--- src/rtl/adc_seq_pkg.sv ---
package adc_seq_pkg;
    localparam int FRAME_BITS = 16;
    localparam int CHAN_W     = 4;
    localparam int RES_W      = 12;
    localparam int TAG_W      = FRAME_BITS - RES_W;
    localparam int PAD_W      = FRAME_BITS - CHAN_W - 4;

    typedef enum logic [1:0] {
        S_IDLE,
        S_DUMMY,
        S_GAP,
        S_REAL
    } seq_state_t;

    typedef struct packed {
        logic              shutdown;
        logic [CHAN_W-1:0] chan;
    } conv_req_t;

    // write enable, sequencer off, channel, power-mode pair, zero padding
    function automatic logic [FRAME_BITS-1:0] make_ctrl(conv_req_t r);
        return {1'b1, 1'b0, r.chan, 1'b0, r.shutdown, {PAD_W{1'b0}}};
    endfunction
endpackage

--- src/rtl/adc_req_fifo.sv ---
module adc_req_fifo #(
    parameter int DEPTH = 4,
    parameter int W     = 5
) (
    input  logic         clk,
    input  logic         rst_n,
    input  logic         in_valid,
    output logic         in_ready,
    input  logic [W-1:0] in_data,
    input  logic         out_pop,
    output logic         out_avail,
    output logic [W-1:0] out_data
);
    localparam int AW = (DEPTH > 1) ? $clog2(DEPTH) : 1;
    localparam int CW = $clog2(DEPTH + 1);

    logic [W-1:0]  mem [DEPTH];
    logic [AW-1:0] wr_q, rd_q;
    logic [CW-1:0] cnt_q;
    logic          push, pop;

    assign in_ready  = (cnt_q != CW'(DEPTH));
    assign out_avail = (cnt_q != '0);
    assign push      = in_valid && in_ready;
    assign pop       = out_pop && out_avail;
    assign out_data  = mem[rd_q];

    always_ff @(posedge clk) begin
        if (push) mem[wr_q] <= in_data;
    end

    always_ff @(posedge clk or negedge rst_n) begin
        if (!rst_n) begin
            wr_q  <= '0;
            rd_q  <= '0;
            cnt_q <= '0;
        end else begin
            if (push) wr_q <= (wr_q == AW'(DEPTH - 1)) ? '0 : wr_q + 1'b1;
            if (pop)  rd_q <= (rd_q == AW'(DEPTH - 1)) ? '0 : rd_q + 1'b1;
            if (push && !pop)      cnt_q <= cnt_q + 1'b1;
            else if (pop && !push) cnt_q <= cnt_q - 1'b1;
        end
    end

    assert_no_overflow_R8: assert property (@(posedge clk) disable iff (!rst_n)
        cnt_q <= CW'(DEPTH));
endmodule

--- src/rtl/adc_frame_shifter.sv ---
module adc_frame_shifter #(
    parameter int CLK_DIV = 1,
    parameter int BITS    = 16
) (
    input  logic            clk,
    input  logic            rst_n,
    input  logic            start,
    input  logic [BITS-1:0] tx_word,
    input  logic            dout,
    output logic            busy,
    output logic            done,
    output logic            sclk,
    output logic            din,
    output logic [BITS-1:0] rx_word
);
    localparam int HALVES = 2 * BITS + 1;
    localparam int HW     = $clog2(HALVES + 1);
    localparam int DW     = (CLK_DIV > 1) ? $clog2(CLK_DIV) : 1;

    logic            busy_q, done_q;
    logic [DW-1:0]   div_q;
    logic [HW-1:0]   half_q;
    logic [BITS-1:0] tx_q, rx_q;
    logic            half_end;

    assign half_end = busy_q && (div_q == DW'(CLK_DIV - 1));

    always_ff @(posedge clk or negedge rst_n) begin
        if (!rst_n) begin
            busy_q <= 1'b0;
            done_q <= 1'b0;
            div_q  <= '0;
            half_q <= '0;
            tx_q   <= '0;
            rx_q   <= '0;
        end else begin
            done_q <= 1'b0;
            if (!busy_q) begin
                if (start) begin
                    busy_q <= 1'b1;
                    div_q  <= '0;
                    half_q <= '0;
                    tx_q   <= tx_word;
                end
            end else if (half_end) begin
                div_q  <= '0;
                half_q <= half_q + 1'b1;
                if (half_q[0])
                    rx_q <= {rx_q[BITS-2:0], dout};
                else if (half_q != '0)
                    tx_q <= tx_q << 1;
                if (half_q == HW'(HALVES - 1)) begin
                    busy_q <= 1'b0;
                    done_q <= 1'b1;
                end
            end else begin
                div_q <= div_q + 1'b1;
            end
        end
    end

    assign busy    = busy_q;
    assign done    = done_q;
    assign sclk    = !(busy_q && half_q[0]);
    assign din     = busy_q && tx_q[BITS-1];
    assign rx_word = rx_q;

    assert_done_single_R1: assert property (@(posedge clk) disable iff (!rst_n)
        done_q |=> !done_q);
endmodule

--- src/rtl/adc_frame_seq.sv ---
module adc_frame_seq
    import adc_seq_pkg::*;
#(
    parameter int SCLK_DIV    = 1,
    parameter int WAKE_CYCLES = 40,
    parameter int CS_HIGH_MIN = 2,
    parameter int QUEUE_DEPTH = 4
) (
    input  logic              clk,
    input  logic              rst_n,
    input  logic              req_valid,
    output logic              req_ready,
    input  logic [CHAN_W-1:0] req_chan,
    input  logic              req_shutdown,
    output logic              adc_cs_n,
    output logic              adc_sclk,
    output logic              adc_din,
    input  logic              adc_dout,
    output logic              result_valid,
    output logic [TAG_W-1:0]  result_tag,
    output logic [RES_W-1:0]  result_data
);
    localparam int REQ_W    = $bits(conv_req_t);
    localparam int WAKE_LIM = WAKE_CYCLES - 1;
    localparam int WKW      = $clog2(WAKE_CYCLES + 1);
    localparam int CSH_LIM  = CS_HIGH_MIN - 1;
    localparam int CHW      = $clog2(CS_HIGH_MIN + 1);

    seq_state_t state_q, state_d;
    conv_req_t  cur_q;
    logic [REQ_W-1:0]      q_out;
    logic                  q_avail, pop;
    logic                  start_frame, cs_low;
    logic [FRAME_BITS-1:0] tx_word, rx_word;
    logic                  busy, frame_done;
    logic [WKW-1:0]        wake_q;
    logic [CHW-1:0]        csh_q;
    logic                  wake_ok, csh_ok;
    logic                  rv_q;
    logic [TAG_W-1:0]      tag_q;
    logic [RES_W-1:0]      data_q;

    adc_req_fifo #(.DEPTH(QUEUE_DEPTH), .W(REQ_W)) u_queue (
        .clk      (clk),
        .rst_n    (rst_n),
        .in_valid (req_valid),
        .in_ready (req_ready),
        .in_data  ({req_shutdown, req_chan}),
        .out_pop  (pop),
        .out_avail(q_avail),
        .out_data (q_out)
    );

    adc_frame_shifter #(.CLK_DIV(SCLK_DIV), .BITS(FRAME_BITS)) u_shift (
        .clk    (clk),
        .rst_n  (rst_n),
        .start  (start_frame),
        .tx_word(tx_word),
        .dout   (adc_dout),
        .busy   (busy),
        .done   (frame_done),
        .sclk   (adc_sclk),
        .din    (adc_din),
        .rx_word(rx_word)
    );

    assign wake_ok = (wake_q == WKW'(WAKE_LIM));
    assign csh_ok  = (csh_q == CHW'(CSH_LIM));

    // state register
    always_ff @(posedge clk or negedge rst_n) begin
        if (!rst_n) state_q <= S_IDLE;
        else        state_q <= state_d;
    end

    // next state and outputs
    always_comb begin
        state_d     = state_q;
        start_frame = 1'b0;
        pop         = 1'b0;
        tx_word     = '0;
        cs_low      = 1'b0;
        unique case (state_q)
            S_IDLE: begin
                if (q_avail && csh_ok) begin      // launch
                    pop         = 1'b1;
                    start_frame = 1'b1;
                    state_d     = S_DUMMY;
                end
            end
            S_DUMMY: begin
                cs_low = 1'b1;
                if (frame_done) state_d = S_GAP;  // wake_done
            end
            S_GAP: begin
                if (csh_ok && wake_ok) begin      // fire
                    start_frame = 1'b1;
                    tx_word     = make_ctrl(cur_q);
                    state_d     = S_REAL;
                end
            end
            S_REAL: begin
                cs_low = 1'b1;
                if (frame_done) state_d = S_IDLE; // retire
            end
            default: state_d = S_IDLE;
        endcase
    end

    assign adc_cs_n = !cs_low;

    always_ff @(posedge clk or negedge rst_n) begin
        if (!rst_n) begin
            cur_q  <= '0;
            wake_q <= '0;
            csh_q  <= CHW'(CSH_LIM);
            rv_q   <= 1'b0;
            tag_q  <= '0;
            data_q <= '0;
        end else begin
            if (pop) cur_q <= conv_req_t'(q_out);

            if (state_q == S_DUMMY || state_q == S_GAP) begin
                if (!wake_ok) wake_q <= wake_q + 1'b1;
            end else begin
                wake_q <= '0;
            end

            if (cs_low)       csh_q <= '0;
            else if (!csh_ok) csh_q <= csh_q + 1'b1;

            rv_q <= 1'b0;
            if (state_q == S_REAL && frame_done) begin
                rv_q   <= 1'b1;
                tag_q  <= rx_word[FRAME_BITS-1:RES_W];
                data_q <= rx_word[RES_W-1:0];
            end
        end
    end

    assign result_valid = rv_q;
    assign result_tag   = tag_q;
    assign result_data  = data_q;

    assert_cs_covers_frame_R1: assert property (@(posedge clk) disable iff (!rst_n)
        busy |-> !adc_cs_n);
    assert_dummy_write_off_R3: assert property (@(posedge clk) disable iff (!rst_n)
        (state_q == S_DUMMY) |-> !adc_din);
    assert_wake_window_R4: assert property (@(posedge clk) disable iff (!rst_n)
        (state_q == S_REAL && $past(state_q) == S_GAP) |-> ($past(wake_q) == WKW'(WAKE_LIM)));
    assert_cs_high_min_R5: assert property (@(posedge clk) disable iff (!rst_n)
        $fell(adc_cs_n) |-> ($past(csh_q) == CHW'(CSH_LIM)));
    assert_result_pulse_R6: assert property (@(posedge clk) disable iff (!rst_n)
        result_valid |=> !result_valid);
    assert_valid_after_real_R7: assert property (@(posedge clk) disable iff (!rst_n)
        result_valid |-> ($past(state_q) == S_REAL));
endmodule

--- config.mk ---
export PLATFORM = sky130hd
export DESIGN_NAME = adc_frame_seq
export DESIGN_NICKNAME = d
export VERILOG_FILES = /design/src/rtl/adc_seq_pkg.sv /design/src/rtl/adc_req_fifo.sv /design/src/rtl/adc_frame_shifter.sv /design/src/rtl/adc_frame_seq.sv
export SDC_FILE = /design/constraint.sdc
export NUM_CORES = 1
export LEC_CHECK = 0
export ABC_AREA = 1
export CAP_MARGIN = 20
export CORE_MARGIN = 2
export CORE_UTILIZATION = 54
export CTS_CLUSTER_DIAMETER = 80
export DETAILED_ROUTE_END_ITERATION = 16
export GPL_TIMING_DRIVEN = 0
export PLACE_DENSITY = 0.82
export REMOVE_ABC_BUFFERS = 1
export SLEW_MARGIN = 20
export SYNTH_ARGS = -nofsm -noshare
export SYNTH_HDL_FRONTEND = slang
export SYNTH_SLANG_ARGS = --single-unit
--- constraint.sdc ---
create_clock -name clk -period 2.5 [get_ports clk]
set_clock_uncertainty 0.15 [all_clocks]
set_input_delay 0.375 -clock clk [delete_from_list [all_inputs] [get_ports clk]]
set_output_delay 0.375 -clock clk [all_outputs]
set_load 0.01 [all_outputs]
==> flow_summary.toml, run 1 <==
[run_status]
status = "finished clean"

[timing]
slew_violations = 0
setup-violations-final = 0
grt_setup_unrepaired = "false"
hold_viol_final = 0
min_period_over_period = 0.943
worstMarginPinSlew_ns = 0.908
hold_slack_ns = 0.255
max_transition_margin = 0.393
post-route-min-period_ns = 2.36
timing.fmax_ghz = 0.424

[setup_path]
setup.worst_path.start_class = "register"
path_class = "reg2out"
critical_path_required_ns = 1.98
critPathCaptureType = "primary output"
r2r_setup_slack_ns = 0.20
critPathMaxFanout = 4
worst_ep_arrival_time_ns = 1.83

[drt]
route.vias.total = 2891
number_of_nets_with_antenna_violations_after_routing = 0
route.detailed.drc = 0
detailedRoute.firstIterationViolations = 208
vias_per_cell = 5.12
detail_route.first_pass.iterations = 5
routed_wl_mm = 7.17
detail_route.wl_per_cell_um = 12.7

[power_and_ir_drop]
p_per_area_nw_per_um2 = 1060
internal-power_mw = 3.12
power.share.sequential = 0.452
switching_share = 0.374
power_frac_comb = 0.324
total_leakage_power_nw = 2.22
peak_supply_drop_mv = 0.557
total_switching_power_mw = 1.87
power.total_mw = 4.99
power_frac_clock = 0.224

[clocking]
cts-buffers-inserted = 9
cts_tree = "done"
worst_setup_hold_path_clk_slew_ns = 0.09
cts.sinks = 92
ctsRootBufferMaster = "sky130_fd_sc_hd__clkbuf_8"
cts.repair_timing.setup_buffer_count = 0
htree_levels = 3
cts-root-to-sink-buffers = 2
worst_skew_pair.late_latency_ns = 0.36

[job]
max-cap-violations = 0

[grt]
grt_most_used_layer = "met2"
globalRoute.totalOverflow = 0
gr-usage-met3 = 0.0407
grt_use_total = 0.193
first_pass_grt_wire_length_mm = 12.8
initial_antenna_violation_count = 0
first_global_vias = 2833
use_met1 = 0.254
grt_start_max_net_pins = 61
met2_usage = 0.318

[floorplan]
placeableCoreArea_um2 = 7290
design.die.area_um2 = 8320
design.portCount = 30
dieWidth_um = 91.2
dieHeight_um = 91.2
floorplan.initialDensity = 0.563
row_count = 31

[layout]
register_area_um2 = 2400
final.fill_count = 589
final_design_area_no_fill_um2 = 4720
layoutNonFillerInstCount = 565
final_layout_size_suffix_gt1_frac = 0.0773
area_growth_from_synthesis_to_layout_pct = 15.1
diodes = 0
final_nets = 486
multi_input_comb_area_um2 = 1450
fin_util = 0.648

[placement]
place_inst = 548
place_area_um2 = 4490
post_dp_hpwl_mm = 4.93
place.gp.congestion = 0.865
io_buffers = 29

[logic_synthesis]
ffs_latches_synth = 92
postSynth.asyncResetShare = 0.783
mean_cell_area_of_the_mapped_netlist_um2 = 9.55
synth.yosys.seq_area_share = 0.585
syn_area_um2 = 4110
post_synth_num_cell_types = 32
netlist_instances = 430
ys.flop_type = "sky130_fd_sc_hd__dfrtp_1"
synth_edf_count = 20
synthesis.yosys.warnings = 0

[min_path]
worstHoldPathType = "in2async"
## repair_timing
action	4_1_cts	5_1_grt
hold buffers	1	0
gates resized for setup	0	0
hold endpoints to repair	12	0
## critical path, cell delays in order, from the launching register on
cell	delay (ns)
sky130_fd_sc_hd__dfrtp_1	0.40
sky130_fd_sc_hd__inv_1	0.09
sky130_fd_sc_hd__ha_1	0.19
sky130_fd_sc_hd__nor2_1	0.22
sky130_fd_sc_hd__clkdlybuf4s50_1	0.59
## cell usage in the layout (no fill, tap or decap), types with 3 or more instances in the layout
cell                              instances
sky130_fd_sc_hd__a21oi_1                  5
sky130_fd_sc_hd__clkbuf_8                 9
sky130_fd_sc_hd__clkdlybuf4s50_1         28
sky130_fd_sc_hd__dfrtp_1                 71
sky130_fd_sc_hd__edfxtp_1                20
sky130_fd_sc_hd__ha_1                    15
sky130_fd_sc_hd__inv_1                   50
sky130_fd_sc_hd__nand2_1                114
sky130_fd_sc_hd__nand2_2                  5
sky130_fd_sc_hd__nand3_1                 23
sky130_fd_sc_hd__nand3_2                  3
sky130_fd_sc_hd__nor2_1                  35
sky130_fd_sc_hd__o21ai_0                 39
sky130_fd_sc_hd__o21ai_1                 11
sky130_fd_sc_hd__o32ai_1                  5
sky130_fd_sc_hd__xor2_1                   4
## cell families (layout without fill, tap and decap cells)
group                    Yosys count  in the layout  synth area share
AND/OR/NAND/NOR                  193            193             0.211
XOR/XNOR                           5              5            0.0107
flip-flops                        92             92             0.585
adder cells (fa/ha/maj)           16             16            0.0506
buffers and inverters             63             99            0.0619
AO/OA/AOI/OAI                     61             61            0.0808
## through the flow
step | TNS (ns) | setup WS (ns)
final | 0 | 0.143
after global routing | 0 | 0.0273
after CTS | 0 | 0.122
after detailed placement | 0 | 0.0149
after global placement | -103.30 | -1.45
after floorplan | 0 | 0.396
## power by group through the flow
stage | Clock (mW) | Combinational (mW) | Sequential (mW)
after floorplan | 0 | 1.18 | 2.21
after global placement | 0 | 1.51 | 2.26
after detailed placement | 0 | 1.62 | 2.28
after CTS | 1.13 | 1.63 | 2.25
after global routing | 1.19 | 1.87 | 2.31
final | 1.12 | 1.62 | 2.26
## per-layer routing
metal	vias to the layer above	share of wire	wire length, um
met5	-	0	0
met4	0	0.013	96
met3	6	0.038	273
met2	45	0.50	3560
met1	1399	0.45	3240
li1	1441	-	-
## final cells by class
cell class                      instances  area share
Timing Repair Buffer                   31      0.0689
Inverter                               52      0.0413
Clock inverter                          3      0.0101
Multi-Input combinational cell        275       0.306
Sequential cell                        92       0.509
Tap cell                               99      0.0262
Clock buffer                           13      0.0384
## Yosys cell counts (4+ instances only)
cell type,instances,area [um2]
sky130_fd_sc_hd__nor2_1,35,131
sky130_fd_sc_hd__edfxtp_1,20,601
sky130_fd_sc_hd__nand2_2,5,31.3
sky130_fd_sc_hd__inv_1,50,188
sky130_fd_sc_hd__dfrtp_1,71,1780
sky130_fd_sc_hd__nand2_1,114,428
sky130_fd_sc_hd__o32ai_1,5,43.8
sky130_fd_sc_hd__ha_1,15,188
sky130_fd_sc_hd__a21oi_1,5,25.0
sky130_fd_sc_hd__nand3_1,23,115
sky130_fd_sc_hd__o21ai_0,39,195
sky130_fd_sc_hd__o21ai_1,11,55.1
sky130_fd_sc_hd__buf_2,5,25.0
sky130_fd_sc_hd__clkbuf_1,4,15.0
sky130_fd_sc_hd__xor2_1,4,35.0
## registers in the layout (all words and copies together) (netlist names)
| register | flops |
|---|---|
| result_data | 12 |
| result_tag | 4 |
| u_queue.wr_q | 2 |
| u_shift.div_q | 1 |
| u_shift.half_q | 6 |
| csh_q | 2 |
| wake_q | 6 |
| u_shift.busy | 1 |
| u_queue.rd_q | 2 |
| result_valid | 1 |
| state_q | 2 |
| u_queue.mem | 20 |
| u_shift.rx_word | 16 |
| cur_q | 5 |
| u_queue.cnt_q | 3 |
| u_shift.done | 1 |
| u_shift.tx_q | 8 |
## path summary, 6_finish.rpt
path / startpoint / end / depth (start not counted)
setup / recovery: state_q[1] / adc_cs_n / 4
hold / removal: rst_n / u_queue.wr_q[1] / 2
setup reg to reg: state_q[0] / u_queue.cnt_q[2] / 9
hold reg to reg: u_shift.tx_q[9] / u_shift.tx_q[9] / 2
max in group asynchronous: rst_n / u_shift.rx_word[7] / 3
min in group clk: u_shift.tx_q[9] / u_shift.tx_q[9] / 2
Power figures use the tool's default switching activity.
==> run 2, diff against run 1 <==
Settings changed: CORE_MARGIN 2 to default, CORE_UTILIZATION 54 to 24, PLACE_DENSITY 0.82 to 0.47.
==> run 2 against run 1 <==
  * Final area increased by 4.2%
  * Register-to-register slack about the same
  * Via count fell by 4.2%
  * Largest cell class unchanged
  * Largest power group unchanged
  * Critical path type unchanged
  * Clock power grew 13%
==> flow_summary.toml, run 2 (synthesis results as in run 1) <==
[run_status]
status = "finished clean"

[min_path]
worstHoldPathType = "in2async"

[floorplan]
dieWidth_um = 133
design.die.area_um2 = 17600
design.portCount = 30
row_count = 47
placeableCoreArea_um2 = 16600
dieHeight_um = 133
floorplan.initialDensity = 0.247

[placement]
place_inst = 669
post_dp_hpwl_mm = 5.26
place_area_um2 = 4640
placement.setup.worst_slack_ns = -0.00103
io_buffers = 29
place.gp.congestion = 0.725

[power_and_ir_drop]
total_leakage_power_nw = 2.23
switching_share = 0.374
p_per_area_nw_per_um2 = 1040
power_frac_comb = 0.313
peak_supply_drop_mv = 0.415
power_frac_clock = 0.248
internal-power_mw = 3.21
power.share.sequential = 0.439
power.total_mw = 5.13
total_switching_power_mw = 1.92

[timing]
setup-violations-final = 0
hold_viol_final = 0
fin_tns_setup_ns = 0
slew_violations = 0
min_period_over_period = 0.953
timing.fmax_ghz = 0.420
hold_slack_ns = 0.300
worstMarginPinSlew_ns = 0.910
final.setup.worst_slack_ns = 0.118
grt_setup_unrepaired = "false"
post-route-min-period_ns = 2.38
max_transition_margin = 0.392

[setup_path]
worst_ep_arrival_time_ns = 1.86
critical_path_required_ns = 1.98
cp_slowest_stage_delay_ns = 0.60
critPathCaptureType = "primary output"
r2r_cells = 7
critPathMaxFanout = 4
setup.worst_path.start_class = "register"
beginning_of_the_worst_register_to_register_path = "csh_q[0]"
path_class = "reg2out"
path_cells = "inv_1 > ha_1 > nor2_1 > clkdlybuf4s50_1"
setup.worst_path.start = "state_q[1]"
cpMaxStageDelayCell = "sky130_fd_sc_hd__clkdlybuf4s50_1"

[layout]
regMostFlops = "u_queue.mem"
area_growth_from_synthesis_to_layout_pct = 19.9
layoutNonFillerInstCount = 686
most-common-layout-cells = "sky130_fd_sc_hd__nand2_1, sky130_fd_sc_hd__dfrtp_1, sky130_fd_sc_hd__inv_1"
commonest_non_fill_non_tap_cell_in_the_layout = "sky130_fd_sc_hd__nand2_1"
final.fill_count = 1739
final_layout_size_suffix_gt1_frac = 0.0815
diodes = 0
largest_register_ffs = 20
final_design_area_no_fill_um2 = 4920
fin_util = 0.296
final_nets = 486

[drt]
detailedRoute.firstIterationViolations = 145
wl_met3_um = 284
routed.top_layer = "met4"
route.detailed.drc = 0
number_of_nets_with_antenna_violations_after_routing = 0
detail_route.first_pass.iterations = 4
detail_route.wl_per_cell_um = 11.2
vias_per_cell = 4.04
routed_wl_mm = 7.68
route.vias.total = 2769
wl_met2_mm = 3.60
route.layer.met1.wl_mm = 3.72

[grt]
first_pass_grt_wire_length_mm = 13.4
grt_use_total = 0.0961
first_global_vias = 2809
globalRoute.totalOverflow = 0
initial_antenna_violation_count = 0
grt_start_max_net_pins = 57

[clocking]
cts-buffers-inserted = 9
worst_skew_pair.late_latency_ns = 0.35
ctsRootBufferMaster = "sky130_fd_sc_hd__clkbuf_16"
worst_setup_hold_path_clk_slew_ns = 0.07
cts-root-to-sink-buffers = 2
htree_levels = 3
cts.sinks = 92
cts_tree = "done"

[job]
max-cap-violations = 0
[run 2: changes by cell type in the layout (fill, tap and decap cells not counted)]
| cell | previous run | this run |
|---|---|---|
| sky130_fd_sc_hd__clkbuf_8 | 9 | 0 |
| sky130_fd_sc_hd__clkbuf_16 | 2 | 9 |
| sky130_fd_sc_hd__inv_6 | 2 | 1 |
| sky130_fd_sc_hd__clkbuf_1 | 2 | 0 |
| sky130_fd_sc_hd__bufinv_16 | 1 | 0 |
| sky130_fd_sc_hd__clkinv_4 | 0 | 2 |
| sky130_fd_sc_hd__clkinvlp_2 | 0 | 2 |
| sky130_fd_sc_hd__clkinvlp_4 | 0 | 2 |
[run 2: cell type report]
class	count	area, um2	share of cell area
Clock inverter	7	51.3	0.0104
Clock buffer	9	225	0.0457
Multi-Input combinational cell	275	1450	0.294
Tap cell	220	275	0.0559
Inverter	52	195	0.0396
Timing Repair Buffer	31	325	0.0661
Sequential cell	92	2400	0.488
[run 2: power by group through the flow]
stage | clock, mW | combinational [mW] | sequential [mW]
2_1_floorplan | 0 | 1.18 | 2.21
6_report | 1.27 | 1.60 | 2.25
3_3_place_gp | 0 | 1.57 | 2.27
3_5_place_dp | 0 | 1.64 | 2.28
5_1_grt | 1.38 | 1.89 | 2.31
4_1_cts | 1.34 | 1.64 | 2.25
[run 2: worst paths after layout]
kind | end | slack (ns)
max | adc_cs_n | 0.12
min | wake_q[0] | 0.30
max reg2reg | u_queue.cnt_q[1] | 0.19
min reg2reg | u_shift.tx_q[8] | 0.33
max in group asynchronous | result_data[1] | 1.34
min in group clk | u_shift.tx_q[8] | 0.33
[run 2: worst max-delay path, delay by kind of cell (launching register included)]
| family | cells | cell delay [ns] |
|---|---|---|
| adders and majority gates | 1 | 0.19 |
| buffers and inverters | 2 | 0.70 |
| DFF | 1 | 0.39 |
| and+or+nand+nor | 1 | 0.23 |
[run 2: layer usage]
metal / global-route usage / vias up
li1: - / 1434
met2: 0.155 / 34
met1: 0.118 / 1296
met4: 0.0281 / 0
met3: 0.0379 / 5
met5: 0 / -
[run 2: timing repair]
action | 4_1_cts | 5_1_grt
resized for setup | 0 | 0
endpoints found under the setup margin | 0 | 0
hold buffers | 1 | 0
hold endpoints to repair | 16 | 0
setup buffers | 0 | 0
==> run 3, diff against run 2 <==
Settings changed: CAP_MARGIN 20 to default.
==> results of run 3 <==
Final layout, timing and power as in run 2 (identical DEF).
